--- src/rtl/keypad_pkg.sv ---
// Shared widths and the per-frame summary type for the keypad scanner.
// Assumes a matrix of at most 8 x 8 so that a key code fits in six bits.
package keypad_pkg;
    localparam int unsigned KP_ROWS   = 8;
    localparam int unsigned KP_COLS   = 8;
    localparam int unsigned KP_ROW_W  = $clog2(KP_ROWS);
    localparam int unsigned KP_COL_W  = $clog2(KP_COLS);
    localparam int unsigned KP_CODE_W = KP_ROW_W + KP_COL_W;

    // Debounced or raw view of one scan frame
    typedef struct packed {
        logic                 down;
        logic                 multi;
        logic [KP_CODE_W-1:0] code;
    } kp_frame_t;
endpackage

--- src/rtl/kp_scan_seq.sv ---
// Scan sequencer: pulls one row low at a time and waits cfg_settle cycles.
// It then samples the active-low columns and builds a summary for each frame.
// Assumes the column lines are pulled high outside the block.
module kp_scan_seq
    import keypad_pkg::*;
#(
    parameter int unsigned SETTLE_W = 8
) (
    input  logic                clk,
    input  logic                rst_n,
    input  logic [KP_COLS-1:0]  col_n,
    input  logic [KP_ROW_W-1:0] cfg_rows,
    input  logic [KP_COL_W-1:0] cfg_cols,
    input  logic [SETTLE_W-1:0] cfg_settle,
    output logic [KP_ROWS-1:0]  row_n,
    output logic                frame_valid,
    output kp_frame_t           frame
);
    logic [KP_ROW_W-1:0] row_q;
    logic [SETTLE_W-1:0] settle_q;
    logic [1:0]          acc_cnt_q;
    logic                acc_found_q;
    logic [KP_CODE_W-1:0] acc_code_q;

    logic [KP_COLS-1:0]  col_mask;
    logic [KP_COLS-1:0]  hits;
    logic [KP_COL_W-1:0] low_col;
    logic [1:0]          row_cnt;
    logic [1:0]          base_cnt;
    logic                base_found;
    logic [2:0]          sum_cnt;
    logic [1:0]          new_cnt;
    logic                new_found;
    logic [KP_CODE_W-1:0] new_code;

    // Row decode: drive the selected row low, all others high
    for (genvar r = 0; r < KP_ROWS; r++) begin : g_row
        assign row_n[r] = (row_q != KP_ROW_W'(r));
    end

    // Column enable: only indices up to cfg_cols take part
    for (genvar c = 0; c < KP_COLS; c++) begin : g_col
        assign col_mask[c] = (KP_COL_W'(c) <= cfg_cols);
    end

    assign hits = ~col_n & col_mask;

    // Lowest closed column and a saturating count of closed columns
    always_comb begin
        low_col = '0;
        row_cnt = 2'd0;
        for (int i = KP_COLS - 1; i >= 0; i--) begin
            if (hits[i]) low_col = KP_COL_W'(i);
        end
        for (int i = 0; i < KP_COLS; i++) begin
            if (hits[i] && row_cnt != 2'd2) row_cnt = row_cnt + 2'd1;
        end
    end

    // Merge this row's result into what the frame has gathered so far
    always_comb begin
        base_cnt   = (row_q == '0) ? 2'd0 : acc_cnt_q;
        base_found = (row_q == '0) ? 1'b0 : acc_found_q;
        sum_cnt    = {1'b0, base_cnt} + {1'b0, row_cnt};
        new_cnt    = (sum_cnt >= 3'd2) ? 2'd2 : sum_cnt[1:0];
        new_found  = base_found || (hits != '0);
        new_code   = base_found ? acc_code_q : {row_q, low_col};
    end

    // Step the settle counter and the row index, and publish the frame summary
    always_ff @(posedge clk) begin
        if (!rst_n) begin
            row_q       <= '0;
            settle_q    <= '0;
            acc_cnt_q   <= 2'd0;
            acc_found_q <= 1'b0;
            acc_code_q  <= '0;
            frame_valid <= 1'b0;
            frame       <= '0;
        end else begin
            frame_valid <= 1'b0;
            if (row_q > cfg_rows) begin
                row_q    <= '0;
                settle_q <= '0;
            end else if (settle_q < cfg_settle) begin
                settle_q <= settle_q + 1'b1;
            end else begin
                settle_q    <= '0;
                acc_cnt_q   <= new_cnt;
                acc_found_q <= new_found;
                acc_code_q  <= new_code;
                if (row_q == cfg_rows) begin
                    row_q       <= '0;
                    frame_valid <= 1'b1;
                    frame.down  <= new_found;
                    frame.multi <= (new_cnt == 2'd2);
                    frame.code  <= new_found ? new_code : '0;
                end else begin
                    row_q <= row_q + 1'b1;
                end
            end
        end
    end
endmodule

--- src/rtl/kp_debounce.sv ---
// Debounce filter: takes a new frame summary as confirmed once it has stayed
// unchanged for cfg_debounce cycles. Presses and releases follow the same rule.
// It pulses press_evt when a key becomes down or the down key changes.
module kp_debounce
    import keypad_pkg::*;
#(
    parameter int unsigned DB_W = 16
) (
    input  logic            clk,
    input  logic            rst_n,
    input  logic            frame_valid,
    input  kp_frame_t       frame,
    input  logic [DB_W-1:0] cfg_debounce,
    output kp_frame_t       conf,
    output logic            press_evt
);
    kp_frame_t       cand_q;
    logic [DB_W-1:0] stable_q;
    logic            differs;

    assign differs = frame_valid && (frame != cand_q);

    // Track the candidate state, its age, and promote it once stable
    always_ff @(posedge clk) begin
        if (!rst_n) begin
            cand_q    <= '0;
            stable_q  <= '0;
            conf      <= '0;
            press_evt <= 1'b0;
        end else begin
            press_evt <= 1'b0;
            if (differs) begin
                cand_q   <= frame;
                stable_q <= '0;
            end else begin
                if (stable_q != '1) stable_q <= stable_q + 1'b1;
                if (stable_q >= cfg_debounce && cand_q != conf) begin
                    conf      <= cand_q;
                    press_evt <= cand_q.down &&
                                 (!conf.down || cand_q.code != conf.code);
                end
            end
        end
    end
endmodule

--- src/rtl/kp_report.sv ---
// Report unit: turns confirmed presses into reports with a per-key count and
// keeps the sticky interrupt. In hold mode it repeats a held key every cfg_hold
// cycles. The interval counter restarts on a new press and rests while no key is down.
module kp_report
    import keypad_pkg::*;
#(
    parameter int unsigned HOLD_W  = 16,
    parameter int unsigned COUNT_W = 8
) (
    input  logic                 clk,
    input  logic                 rst_n,
    input  kp_frame_t            conf,
    input  logic                 press_evt,
    input  logic                 cfg_mode,
    input  logic [HOLD_W-1:0]    cfg_hold,
    input  logic                 irq_clr,
    output logic                 key_valid,
    output logic [KP_CODE_W-1:0] key_code,
    output logic [COUNT_W-1:0]   key_count,
    output logic                 key_multi,
    output logic                 irq
);
    logic [HOLD_W-1:0] hold_q;
    logic              have_last_q;
    logic              hold_due;
    logic              fire;

    assign hold_due = cfg_mode && conf.down && !press_evt &&
                      ({1'b0, hold_q} + 1'b1 >= {1'b0, cfg_hold});
    assign fire     = press_evt || hold_due;

    // Hold interval counter
    always_ff @(posedge clk) begin
        if (!rst_n) begin
            hold_q <= '0;
        end else if (fire || !conf.down) begin
            hold_q <= '0;
        end else if (hold_q != '1) begin
            hold_q <= hold_q + 1'b1;
        end
    end

    // Report registers and per-key press count
    always_ff @(posedge clk) begin
        if (!rst_n) begin
            key_valid   <= 1'b0;
            key_code    <= '0;
            key_count   <= '0;
            key_multi   <= 1'b0;
            have_last_q <= 1'b0;
        end else begin
            key_valid <= fire;
            if (fire) begin
                key_code    <= conf.code;
                key_multi   <= conf.multi;
                have_last_q <= 1'b1;
                if (have_last_q && conf.code == key_code) begin
                    if (key_count != '1) key_count <= key_count + 1'b1;
                end else begin
                    key_count <= COUNT_W'(1);
                end
            end
        end
    end

    // Sticky interrupt: a report sets it, a clear pulse drops it
    always_ff @(posedge clk) begin
        if (!rst_n)       irq <= 1'b0;
        else if (fire)    irq <= 1'b1;
        else if (irq_clr) irq <= 1'b0;
    end
endmodule

--- src/rtl/keypad_scanner.sv ---
// Top level of the matrix keypad scanner: sequencer, debounce filter, report unit.
// Configuration inputs are assumed static while any key is down.
module keypad_scanner
    import keypad_pkg::*;
#(
    parameter int unsigned SETTLE_W = 8,
    parameter int unsigned DB_W     = 16,
    parameter int unsigned HOLD_W   = 16,
    parameter int unsigned COUNT_W  = 8
) (
    input  logic                 clk,
    input  logic                 rst_n,
    input  logic [KP_COLS-1:0]   col_n,
    input  logic [KP_ROW_W-1:0]  cfg_rows,
    input  logic [KP_COL_W-1:0]  cfg_cols,
    input  logic [SETTLE_W-1:0]  cfg_settle,
    input  logic [DB_W-1:0]      cfg_debounce,
    input  logic                 cfg_mode,
    input  logic [HOLD_W-1:0]    cfg_hold,
    input  logic                 irq_clr,
    output logic [KP_ROWS-1:0]   row_n,
    output logic                 key_valid,
    output logic [KP_CODE_W-1:0] key_code,
    output logic [COUNT_W-1:0]   key_count,
    output logic                 key_multi,
    output logic                 irq
);
    logic      frame_valid;
    kp_frame_t frame;
    kp_frame_t conf;
    logic      press_evt;

    kp_scan_seq #(.SETTLE_W(SETTLE_W)) u_scan (
        .clk(clk), .rst_n(rst_n), .col_n(col_n),
        .cfg_rows(cfg_rows), .cfg_cols(cfg_cols), .cfg_settle(cfg_settle),
        .row_n(row_n), .frame_valid(frame_valid), .frame(frame)
    );

    kp_debounce #(.DB_W(DB_W)) u_db (
        .clk(clk), .rst_n(rst_n), .frame_valid(frame_valid), .frame(frame),
        .cfg_debounce(cfg_debounce), .conf(conf), .press_evt(press_evt)
    );

    kp_report #(.HOLD_W(HOLD_W), .COUNT_W(COUNT_W)) u_rep (
        .clk(clk), .rst_n(rst_n), .conf(conf), .press_evt(press_evt),
        .cfg_mode(cfg_mode), .cfg_hold(cfg_hold), .irq_clr(irq_clr),
        .key_valid(key_valid), .key_code(key_code), .key_count(key_count),
        .key_multi(key_multi), .irq(irq)
    );
endmodule

--- config.mk ---
export PLATFORM = sky130hd
export DESIGN_NAME = keypad_scanner
export DESIGN_NICKNAME = d
export VERILOG_FILES = /design/src/rtl/keypad_pkg.sv /design/src/rtl/kp_scan_seq.sv /design/src/rtl/kp_debounce.sv /design/src/rtl/kp_report.sv /design/src/rtl/keypad_scanner.sv
export SDC_FILE = /design/constraint.sdc
export NUM_CORES = 1
export LEC_CHECK = 0
export BUFFER_PORTS_ARGS = -buffer_cell sky130_fd_sc_hd__buf_2
export CAP_MARGIN = 20
export CORE_ASPECT_RATIO = 0.75
export CORE_UTILIZATION = 56
export CTS_BUF_LIST = sky130_fd_sc_hd__clkbuf_8 sky130_fd_sc_hd__clkbuf_16
export DETAILED_ROUTE_END_ITERATION = 10
export GPL_ROUTABILITY_DRIVEN = 0
export PLACE_DENSITY = 0.87
export SYNTH_ARGS = -nofsm -noshare
export SYNTH_HDL_FRONTEND = slang
export SYNTH_SLANG_ARGS = --single-unit
--- constraint.sdc ---
create_clock -name clk -period 12.53 [get_ports clk]
set_input_delay 2.506 -clock clk [delete_from_list [all_inputs] [get_ports clk]]
set_output_delay 2.506 -clock clk [all_outputs]
set_load 0.03 [all_outputs]
Yosys cells after proc, flatten, opt, wreduce, memory -nomap -nowiden
Index checks and enable logic that the tools add are counted.
{"block": "word_totals", "regBits": 96, "latchBits": 0, "ram_bits": 0, "romBits": 0, "memories": 0}
{"block": "classes", "add_sub_neg": 14, "multipliers": 0, "n_div": 0, "n_lt_le_gt_ge": 13, "n_eq_ne": 24, "n_shift": 0, "muxes": 27, "n_bitwise": 7, "reduce_logical": 34}
{"cell": "adder 16 x 1 -> 16 bit, second input constant", "n": 2}
{"cell": "inequality test 16 bit, second input constant", "n": 2}
{"cell": "two-way mux 3 bit", "n": 9}
{"cell": "two-way mux 2 bit", "n": 9}
{"cell": "adder 16 x 1 -> 17 bit, second input constant", "n": 1}
{"cell": "greater-or-equal comparator 17 x 16 -> 1 bit", "n": 1}
{"cell": "adder 8 x 1 -> 8 bit, second input constant", "n": 2}
{"cell": "greater-or-equal comparator 16 bit", "n": 1}
{"cell": "two-way mux 8 bit", "n": 2}
{"cell": "inequality test 8 bit", "n": 2}
{"cell": "logical AND 1 bit", "n": 14}
{"cell": "inequality test 2 bit, second input constant", "n": 7}
{"cell": "adder 2 x 1 -> 2 bit, second input constant", "n": 6}
{"cell": "<= comparator 3 bit, first input constant", "n": 4}
{"cell": "two-way mux 6 bit", "n": 2}
{"cell": "inequality test 3 bit, second input constant", "n": 4}
{"cell": "OR reduction 3 bit", "n": 3}
{"cell": "bitwise AND 8 bit", "n": 1}
{"cell": "less-than comparator 8 bit", "n": 1}
{"cell": "inequality test 8 bit, second input constant", "n": 1}
{"cell": "inverter 8 bit", "n": 1}
{"cell": "nonzero test 8 bit", "n": 1}
{"cell": "equality test 6 bit", "n": 1}
{"cell": "<= comparator 1 x 3 -> 1 bit, first input constant", "n": 2}
{"cell": "other kinds (22)", "n": 40}

Logic depth before layout (Yosys ltp)
{"block": "depth", "depth_word": 28, "depth_mapped": 20}

Hierarchy
A second synthesis with hierarchy kept.
{"block": "unflattened", "cells_unflattened": 725, "area_unflattened_um2": 6045.8}
{"module": "kp_scan_seq", "n_inst": 1, "cells_each": 251, "area_per_inst_um2": 2074.5, "seq_area_each_um2": 580.6}
{"module": "kp_report", "n_inst": 1, "cells_each": 251, "area_per_inst_um2": 2031.9, "seq_area_each_um2": 680.7}
{"module": "kp_debounce", "n_inst": 1, "cells_each": 223, "area_per_inst_um2": 1939.4, "seq_area_each_um2": 660.6}

Least setup slack after synthesis
Ideal clock, no wire load.
{"block": "synth_timing", "path_type": "input to register", "startpoint": "input cfg_cols[1]", "endpoint": "register, netlist name u_scan.frame[6]", "arrival_time_ps": 6341, "setup_slack_ps": 6118, "path_stages": 19, "n_path_buf": 1, "cell_sequence": "buf_2 nor3_1 or2_2 inv_1 ha_1 or2_4 or3_1 mux4_2 o32a_2 o31ai_4 mux2i_1 ha_1 or3_1 xor2_1 ha_1 inv_1 fa_1 a21o_1 a21oi_1"}
{"block": "synth_via", "elab_chain_cells": 28}
{"element": "start, declared", "line": "keypad_scanner.sv:15", "text": "input logic [KP_COL_W-1:0] cfg_cols,"}
{"element": "<= comparator 1 x 3 -> 1 bit", "line": "kp_scan_seq.sv:43", "text": "assign col_mask[c] = (KP_COL_W'(c) <= cfg_cols);"}
{"element": "bitwise AND 8 bit (*)", "line": "kp_scan_seq.sv:46", "text": "assign hits = ~col_n & col_mask;"}
{"element": "parallel branches: the longest is 21 deep, another holds adder 2 x 1 -> 2 bit"}
{"element": "two-way mux 2 bit (*)", "line": "kp_scan_seq.sv:56", "text": "if (hits[i] && row_cnt != 2'd2) row_cnt = row_cnt + 2'd1;"}
{"element": "adder 2 x 2 -> 3 bit (*)", "line": "kp_scan_seq.sv:64", "text": "sum_cnt = {1'b0, base_cnt} + {1'b0, row_cnt};"}
{"element": "greater-or-equal comparator 3 x 2 -> 1 bit", "line": "kp_scan_seq.sv:65", "text": "new_cnt = (sum_cnt >= 3'd2) ? 2'd2 : sum_cnt[1:0];"}
{"element": "two-way mux 2 bit (*)", "line": "kp_scan_seq.sv:65"}
{"element": "equality test 2 bit (*)", "line": "kp_scan_seq.sv:96", "text": "frame.multi <= (new_cnt == 2'd2);"}
Mark *: on every way between the ends.
A chain may end at the register's enable or synchronous reset.

Worst setup path after layout
{"block": "layout_timing", "startpoint": "input cfg_cols[1]", "endpoint": "register, netlist name u_scan.frame[6]"}
{"block": "layout_via", "elab_chain_cells": 28}
{"element": "<= comparator 1 x 3 -> 1 bit", "line": "kp_scan_seq.sv:43"}
{"element": "bitwise AND 8 bit (*)", "line": "kp_scan_seq.sv:46"}
{"element": "parallel branches: the longest is 21 deep, another holds adder 2 x 1 -> 2 bit"}
{"element": "two-way mux 2 bit (*)", "line": "kp_scan_seq.sv:56"}
{"element": "adder 2 x 2 -> 3 bit (*)", "line": "kp_scan_seq.sv:64"}
{"element": "greater-or-equal comparator 3 x 2 -> 1 bit", "line": "kp_scan_seq.sv:65"}
{"element": "two-way mux 2 bit (*)", "line": "kp_scan_seq.sv:65"}
{"element": "equality test 2 bit (*)", "line": "kp_scan_seq.sv:96"}
Marked as above.

==> flow_metrics.tcl <==
set metrics [dict create \
    status "finished clean" \
    fmax_ghz 0.1566 \
    wirelength_um 12210 \
    track_usage_pct 22.96 \
    cts.htree.levels 3 \
    ant_nets 0 \
    path_clk_slew_ps 60 \
    vias 5202 \
    max-slew-margin-rel_pct 29.76 \
    ys_ff_latch 96 \
    hold_viol 0 \
    post_cts_resized 0 \
    crit_type "in2reg" \
    drive_gt1_share_pct 13.97 \
    synth.area.top_cells "dfxtp_1 32%, ha_1 12%, mux2i_1 5.3%, nor2_1 4.9%, xnor2_1 4.6%" \
    cts_tree "yes" \
    maxCapViolations 0 \
    cts_hold_buf 0 \
    cp-start-kind "input pin" \
    yosysMostFrequentCell "dfxtp_1" \
    synth_edf_count 0 \
    io_buffers 82 \
    grt_max_degree 45 \
    fin_crit_ps 6386 \
    slowest_delay_ps 480 \
    synth_area_sq_um 6048 \
    syn_area_per_cell_sq_um 8.119 \
    root_buffer "clkbuf_16" \
    ir_worst_vdd_v 0.00006132 \
    rsz0062_at_grt "no" \
    path_cells "buf_2 > nor3_1 > or2_2 > inv_1 > ha_1 > or2_4 > or3_1 > mux4_2 > o32a_2 > o31ai_4 > mux2i_1 > ha_1 > or3_1 > xor2_1 > ha_1 > inv_1 > fa_1 > a21o_1 > a21oi_1" \
    die_width_um 122 \
    required_ps 12790 \
    ys_seq_area_share_pct 31.77 \
    synth_top_area_cell "dfxtp_1" \
    finalSetupTns_ps 0 \
    ys_top_cells_by_count "96 x dfxtp_1, 79 x nor2_1, 74 x inv_1" \
    cts-buffers-inserted 9 \
    drt_iter0_drc 298 \
    io_pins 83 \
    cts.sinks 96 \
    postCtsSetupBuffers 0 \
    yosys_warnings 0 \
    tightest_slew_ps 1052 \
    dp_hpwl_um 9075 \
    instances_no_fill 959 \
    viasPerCell 5.424 \
    synth.distinct_cells 63 \
    critPathSlowestCell "mux4_2" \
    crit_top_cell "ha_1" \
    synth_top_area_share_pct 31.77 \
    grt_overflow 0 \
    critPathLaunch "cfg_cols[1]" \
    hold_path.startpoint "u_scan.acc_code_q[0]$_SDFFE_PN0P_" \
    crit_path_end_kind "flop" \
    drc 0 \
    num-nets-final 935 \
    crit_path_max_fanout 11 \
    hp-class "reg2reg" \
    rows 32 \
    dpl.cell_count 942 \
    cpLargestDelayFamily "simple AND/OR/NAND/NOR gates" \
    maxSlewViolCount 0 \
    start_util_pct 58.10 \
    wire_per_inst_um 12.73 \
    antenna_found_initial 0 \
    min_period_over_period_pct 50.96 \
    netlist_instances 745 \
    firstDrtPassIters 5 \
    worst-path-buf-inv 3 \
    antenna_cells 0 \
    p_leak_uw 0.003159 \
    cts_max_path_buffers 2 \
    synth_fp_nets 862 \
    synth_ff_type "dfxtp_1" \
    grt_pass1_wl_um 20870 \
    core_area_sq_um 10410 \
    skew_ps 10.25 \
    crit_arrival_ps 6650 \
    rr_startpoint "u_rep.hold_q[2]$_SDFFE_PP0N_" \
    power.density_nw_per_um2 94.81 \
    setup_viol 0 \
    async_flop_share_pct 0 \
    insertion_delay_ps 350 \
    design.die.area_sq_um 11220 \
    grt_pass1_vias 4682 \
    chipHeight_um 92 \
    syn_to_final_growth_pct 13.45 \
]
==> power breakdown <==
group          internal, uW  switching [uW]
Clock                   161             117
Combinational          27.4            35.6
Sequential              307            2.23
==> metal layers <==
| layer | track usage (%) | share of wire, % | vias to the layer above | wire length (um) |
|---|---|---|---|---|
| li1 | - | - | 2719 | - |
| met4 | 4.733 | 0.48 | 0 | 59 |
| met3 | 5.162 | 5.0 | 7 | 606 |
| met5 | 0 | 0 | - | 0 |
| met2 | 36.77 | 45 | 133 | 5525 |
| met1 | 31.45 | 49 | 2343 | 6014 |
==> state kept, by name, indices dropped and copies added, names as in the netlist, 2 cells and up <==
name	count
u_scan.acc_code_q	6
u_db.cand_q	8
u_db.conf	8
u_rep.key_count	8
u_scan.frame	8
u_scan.acc_cnt_q	2
u_scan.settle_q	8
u_scan.row_q	3
u_rep.hold_q	16
u_db.stable_q	16
u_rep.key_code	6
==> logic make-up after synthesis <==
| group | after synthesis | share of synthesized area (%) |
|---|---|---|
| flops | 96 | 31.77 |
| mux | 34 | 5.854 |
| xor+xnor | 55 | 7.964 |
| buf+inv | 99 | 6.434 |
| simple gates | 269 | 21.29 |
| compound gates | 133 | 14.36 |
| fa+ha+maj | 59 | 12.33 |
==> through the flow <==
| stage | total power (uW) | setup WS [ps] | utilization (%) | hold slack [ps] | instance area (sq um) |
|---|---|---|---|---|---|
| after global routing | 678.2 | 5945 | 65.91 | 478.3 | 6862 |
| after CTS | 655.8 | 6153 | 65.84 | 462.0 | 6854 |
| final | 650.5 | 6144 | 65.91 | 462.8 | 6862 |
| after global placement | 376.2 | 5900 | 62.90 | 447.8 | 6548 |
| after floorplan | 359.1 | 6118 | - | 434.5 | 6048 |
| after detailed placement | 378.2 | 5797 | 62.90 | 451.3 | 6548 |
==> final cells by class <==
type / count / area (sq um)
repair buffers: 87 / 447.9
multi-input cells: 550 / 3737
well taps: 136 / 170.2
clock inverters: 6 / 67.56
fillers: 896 / 3548
flip-flops and latches: 96 / 1922
inverters: 74 / 277.8
clock buffers: 10 / 239.0
==> cells in the final DEF, fill, tap and decap left out, types with 9 or more instances in the layout <==
cell type  instances
dfxtp_1           96
buf_2             82
nor2_1            79
inv_1             75
nand2_1           71
ha_1              58
nand3_1           37
a21oi_1           37
xnor2_1           32
mux2i_1           32
o21ai_0           31
xor2_1            23
nor3_1            14
a21o_1            13
nand4_1           12
and3_1            10
a211oi_1          10
clkbuf_16          9
==> worst reg2reg max path: stages, from the launching register on <==
cell and delay [ps]:
dfxtp_1 400, and3_1 210, and3_1 230, nand2_1 100
nor3_1 280, xor2_1 170, ha_1 320, nand4_1 80
or2_2 300, a2111o_1 400, o2111ai_2 100, buf_4 320
or2_1 510, nor3_1 120
==> worst paths after layout <==
check / end / slack, ps / cells past startpoint
hold reg to reg: u_scan.acc_code_q[0]$_SDFFE_PN0P_ / 460 / 2
hold / removal: u_scan.acc_code_q[0]$_SDFFE_PN0P_ / 460 / 2
setup reg to reg: u_rep.hold_q[14]$_SDFFE_PP0N_ / 8860 / 13
setup / recovery: u_scan.frame[6]$_SDFFE_PN0P_ / 6140 / 19
(Power assumes the default switching activity.)
